## config.mk

```make
export PLATFORM = sky130hd
export DESIGN_NAME = traffic_ctrl
export DESIGN_NICKNAME = d
export VERILOG_FILES = /design/src/rtl/tlc_pkg.sv /design/src/rtl/tlc_mode_fsm.sv /design/src/rtl/tlc_phase_fsm.sv /design/src/rtl/traffic_ctrl.sv
export SDC_FILE = /design/constraint.sdc
export NUM_CORES = 1
export LEC_CHECK = 0
export ABC_AREA = 0
export BUFFER_PORTS_ARGS = -buffer_cell sky130_fd_sc_hd__clkbuf_2
export CAP_MARGIN = 20
export CORE_AREA = 2 2 39 41
export CTS_BUF_LIST = sky130_fd_sc_hd__clkbuf_8
export DETAILED_ROUTE_END_ITERATION = 6
export DIE_AREA = 0 0 41 43
export SYNTH_ARGS = -nofsm -noshare
export SYNTH_HDL_FRONTEND = slang
export SYNTH_HIERARCHICAL = 1
export SYNTH_SLANG_ARGS = --single-unit
```

## constraint.sdc

```tcl
create_clock -name clk -period 1.4 [get_ports clk]
set_input_delay 0.21 -clock clk [delete_from_list [all_inputs] [get_ports clk]]
set_output_delay 0.21 -clock clk [all_outputs]
set_load 0.02 [all_outputs]
```

## src/rtl/tlc_pkg.sv

```systemverilog
package tlc_pkg;
  localparam int LAMP_W = 2;
  typedef logic [LAMP_W-1:0] lamp_t;
  localparam lamp_t LAMP_GO   = 2'b00;
  localparam lamp_t LAMP_WARN = 2'b01;
  localparam lamp_t LAMP_STOP = 2'b10;

  typedef enum logic [1:0] {
    PH_MAIN_GO   = 2'd0,
    PH_MAIN_WARN = 2'd1,
    PH_SIDE_GO   = 2'd2,
    PH_SIDE_WARN = 2'd3
  } phase_t;

  // Lamp shown to the main street in a given phase
  function automatic lamp_t main_lamp(input phase_t ph);
    case (ph)
      PH_MAIN_GO:   main_lamp = LAMP_GO;
      PH_MAIN_WARN: main_lamp = LAMP_WARN;
      default:      main_lamp = LAMP_STOP;
    endcase
  endfunction

  // Lamp shown to the side street in a given phase
  function automatic lamp_t side_lamp(input phase_t ph);
    case (ph)
      PH_SIDE_GO:   side_lamp = LAMP_GO;
      PH_SIDE_WARN: side_lamp = LAMP_WARN;
      default:      side_lamp = LAMP_STOP;
    endcase
  endfunction
endpackage

```

## src/rtl/tlc_mode_fsm.sv

```systemverilog
module tlc_mode_fsm (
  input  logic clk,
  input  logic rst,
  input  logic enter_cmd,
  input  logic leave_cmd,
  output logic parade
);
  // Named events for the checks below
  logic enter_evt;
  logic leave_evt;
  assign leave_evt = leave_cmd;
  assign enter_evt = enter_cmd & ~leave_cmd;

  always_ff @(posedge clk) begin
    if (rst)            parade <= 1'b0;
    else if (leave_evt) parade <= 1'b0;
    else if (enter_evt) parade <= 1'b1;
  end

  a_r6_enter_sets: assert property (@(posedge clk) disable iff (rst)
    (enter_cmd && !leave_cmd) |=> parade);
  a_r6_idle_holds: assert property (@(posedge clk) disable iff (rst)
    (!enter_cmd && !leave_cmd) |=> (parade == $past(parade)));
  a_r7_leave_wins: assert property (@(posedge clk) disable iff (rst)
    leave_cmd |=> !parade);
endmodule

```

## src/rtl/tlc_phase_fsm.sv

```systemverilog
module tlc_phase_fsm
  import tlc_pkg::*;
(
  input  logic   clk,
  input  logic   rst,
  input  logic   main_busy,
  input  logic   side_busy,
  input  logic   parade,
  output phase_t phase
);
  phase_t phase_nx;
  logic   side_keep;   // side green must be held this cycle
  assign side_keep = parade | side_busy;

  always_comb begin
    phase_nx = phase;
    case (phase)
      PH_MAIN_GO:   if (!main_busy) phase_nx = PH_MAIN_WARN;
      PH_MAIN_WARN: phase_nx = PH_SIDE_GO;
      PH_SIDE_GO:   if (!side_keep) phase_nx = PH_SIDE_WARN;
      PH_SIDE_WARN: phase_nx = PH_MAIN_GO;
      default:      phase_nx = PH_MAIN_GO;
    endcase
  end

  always_ff @(posedge clk) begin
    if (rst) phase <= PH_MAIN_GO;
    else     phase <= phase_nx;
  end

  a_r2_main_holds: assert property (@(posedge clk) disable iff (rst)
    (phase == PH_MAIN_GO && main_busy) |=> (phase == PH_MAIN_GO));
  a_r3_main_warn_once: assert property (@(posedge clk) disable iff (rst)
    (phase == PH_MAIN_WARN) |=> (phase == PH_SIDE_GO));
  a_r4_parade_holds: assert property (@(posedge clk) disable iff (rst)
    (phase == PH_SIDE_GO && parade) |=> (phase == PH_SIDE_GO));
  a_r5_side_warn_once: assert property (@(posedge clk) disable iff (rst)
    (phase == PH_SIDE_WARN) |=> (phase == PH_MAIN_GO));
endmodule

```

## src/rtl/traffic_ctrl.sv

```systemverilog
module traffic_ctrl
  import tlc_pkg::*;
(
  input  logic              clk,
  input  logic              rst,
  input  logic              sense_main,
  input  logic              sense_side,
  input  logic              parade_start,
  input  logic              parade_end,
  output logic [LAMP_W-1:0] lamp_main,
  output logic [LAMP_W-1:0] lamp_side,
  output logic              parade_active
);
  phase_t phase;
  logic   parade;

  tlc_mode_fsm u_mode (
    .clk       (clk),
    .rst       (rst),
    .enter_cmd (parade_start),
    .leave_cmd (parade_end),
    .parade    (parade)
  );

  tlc_phase_fsm u_phase (
    .clk       (clk),
    .rst       (rst),
    .main_busy (sense_main),
    .side_busy (sense_side),
    .parade    (parade),
    .phase     (phase)
  );

  assign lamp_main     = main_lamp(phase);
  assign lamp_side     = side_lamp(phase);
  assign parade_active = parade;

  a_r8_one_street_red: assert property (@(posedge clk) disable iff (rst)
    (lamp_main == LAMP_STOP) || (lamp_side == LAMP_STOP));
endmodule

```

==> results.cfg <==
[synth]
ys_ff_latch = 3
yosysMostFrequentCell = inv_1
yosys-top-cells-area = dfxtp_1 35%, ha_1 14%, inv_1 8.6%
synthCells = 21
synth_edf_count = 0
netlist-cell-type-count = 14
yosysTopAreaCellShare_pct = 34.5
ys_seq_area_share_pct = 34.5
yosysTopAreaCell = dfxtp_1
syn_area_per_cell_um2 = 8.28
yosys-top-cells-count = 4 x inv_1, 3 x dfxtp_1, 2 x ha_1, 2 x nor2_1
syn-num-nets = 29
synthFlopType = dfxtp_1
synthArstFlopShare_pct = 0
syn_area_um2 = 174
ys_warn_count = 6

[worst_setup_path]
reg2reg_slack_ns = 0.22
r2r_start = u_phase/phase[1]$_SDFFE_PP0P_
path_max_fanout = 6
worstReg2RegEnd = u_phase/phase[1]$_SDFFE_PP0P_
crit_type = reg2reg
reg2regPathDepth = 5
cp-startpoint = u_phase/phase[1]$_SDFFE_PP0P_
endpoint_kind = register
worstSetupStartpointType = register
critPathRequiredTime_ns = 1.50
worstPathCellList = inv_1 > ha_1 > nand2_1 > a211oi_1 > a41o_1
max_stage_delay_ns = 0.39
arrival_ns = 1.28
cp_slowest_cell = dfxtp_1

[placement]
place_area_um2 = 240
port-buffer-count = 10
dp.cells = 46
dp.final_hpwl_um = 346
place_congestion = 0.682

[route]
drc = 0
final_antenna_net_count = 0
drtPass1Iterations = 1
vias = 174
via_per_inst = 3.48
drt-total-wl_um = 411
wl_per_cell_um = 8.22
drtIter0Drc = 0

[power]
vdd_drop_max_uv = 639
powerDensity_nw_per_um2 = 2370
p_seq_share_pct = 22.5
clkPwrFrac_pct = 35.7
swShare_pct = 38.7
cellLeakagePower_nw = 0.150
p_switching_w = 0.000262
internal_power_w = 0.000415
pwr-share-comb_pct = 41.9
power_w = 0.000677

[layout]
fin_area_um2 = 285
drive_above_1_share_pct = 44.1
post-route-util_pct = 20.6
fin_nets = 43
areaGrowthSynthToFinish_pct = 64.0
diodes = 0
final_cells = 50
nFillCells = 159

[floorplan]
top_level_ports = 11
die_w_um = 41
row_count = 14
die_h_um = 43
dieArea_um2 = 1760
initial_core_util_pct = 12.6
design.core.area_um2 = 1380

[hold_path]
hold_class = in2reg
hold_end = u_mode/parade$_SDFFE_PP0P_
hold_depth = 2
min_from = parade_end

[timing]
skew_ns = 0.00238
tightest_slew_ns = 0.208
period_minus_slack_ns = 1.18
hold_viol = 0
fmax_mhz = 847
grt_setup_unrepaired = false
period_share_pct = 84.3
maxSlewHeadroom_pct = 86.0
setup_violations = 0
finalSetupTns_ns = 0
finalMaxSlewViolations = 0

[clock_tree]
root_buffer = clkbuf_8
htreeDepth = 1
cts_tree = done
cts_resized = 0
ctsHoldBuffers = 0
cts_buffers = 3
cts.sinks = 3
clock_path_buffers = 2
worstSkewPairLatency_ns = 0.21
clk_pin_slew_worst_paths_ns = 0.03
postCtsSetupRepairBufs = 0

[global_route]
grt-ovfl-total = 0
grt_use_total_pct = 7.01
grt_max_degree = 7
antenna_found_initial = 0
first_global_vias = 202
grt_pass1_wl_um = 759

[job]
cap_violations = 0

[run_status]
status = finished, final reports clean
-- sequential cells by signal, indices dropped and copies added, names as in the netlist --
name and count:
u_mode/parade 1, u_phase/phase 2
-- cell usage in the layout (no fill, tap or decap) --
cell type,synthesis,layout
a41o_1,1,1
a211oi_1,1,1
inv_1,4,5
dfxtp_1,3,3
and2_1,1,1
ha_1,2,2
nor2b_1,1,1
nor2_1,2,2
nand2_1,1,1
nor3_2,1,1
nor3_1,1,1
clkbuf_8,0,3
a21oi_1,1,1
o21ai_2,1,1
clkbuf_2,0,10
-- worst max-delay path by stage --
| stage | to | slack [ns] | cells past startpoint |
|---|---|---|---|
| after detailed placement | u_phase/phase[1]$_SDFFE_PP0P_ | 0.23 | 5 |
| after CTS | u_phase/phase[1]$_SDFFE_PP0P_ | 0.23 | 5 |
| after floorplan | u_phase/phase[1]$_SDFFE_PP0P_ | 0.33 | 5 |
| after global routing | u_phase/phase[1]$_SDFFE_PP0P_ | 0.09 | 5 |
| final | u_phase/phase[1]$_SDFFE_PP0P_ | 0.22 | 5 |
| after global placement | u_phase/phase[1]$_SDFFE_PP0P_ | 0.27 | 5 |
-- final cells by class --
cell class | count | area, um^2 | share of cell area (%)
multi-input combinational | 13 | 95.1 | 33.3
sequential | 3 | 60.1 | 21.1
timing repair buffer | 10 | 50.0 | 17.5
clock buffer | 3 | 41.3 | 14.5
tap | 16 | 20.0 | 7.02
inverter | 4 | 15.0 | 5.26
clock inverter | 1 | 3.75 | 1.32
-- layer usage --
layer / GRT usage (%) / vias up / routed length, um
li1: - / 93 / -
met1: 6.39 / 77 / 128
met2: 9.69 / 4 / 247
met3: 3.66 / 0 / 35
met4: 8.00 / 0 / 0
met5: 0 / - / 0
-- stage by stage --
step | hold slack (ns) | worst slack, ns
final | 0.162 | 0.220
after global placement | 0.383 | 0.270
after detailed placement | 0.381 | 0.235
after CTS | 0.156 | 0.228
after floorplan | 0.279 | 0.332
after global routing | 0.161 | 0.0932
-- power by group through the flow --
| stage | combinational [W] | sequential [W] | clock [W] |
|---|---|---|---|
| 4_1_cts | 0.000286 | 0.000153 | 0.000250 |
| 3_5_place_dp | 0.000285 | 0.000155 | 0 |
| 3_3_place_gp | 0.000281 | 0.000151 | 0 |
| 6_report | 0.000284 | 0.000152 | 0.000241 |
| 5_1_grt | 0.000327 | 0.000163 | 0.000266 |
| 2_1_floorplan | 0.000213 | 0.000147 | 0 |
-- cell families (layout without fill, tap and decap cells) --
logic type | Yosys count | count (layout) | synth area share [%]
simple gates | 7 | 7 | 22.3
flops | 3 | 3 | 34.5
compound gates | 4 | 4 | 18.0
buf+inv | 5 | 18 | 10.8
fa+ha+maj | 2 | 2 | 14.4
-- critical path, delay by kind of cell (launching register included) --
| kind | cells | cell delay, ns |
|---|---|---|
| AOI/OAI and AO/OA | 2 | 0.29 |
| DFF | 1 | 0.39 |
| and+or+nand+nor | 1 | 0.11 |
| buffers and inverters | 1 | 0.08 |
| adders and majority gates | 1 | 0.19 |
Note: power is estimated with default switching activity, not from simulation.
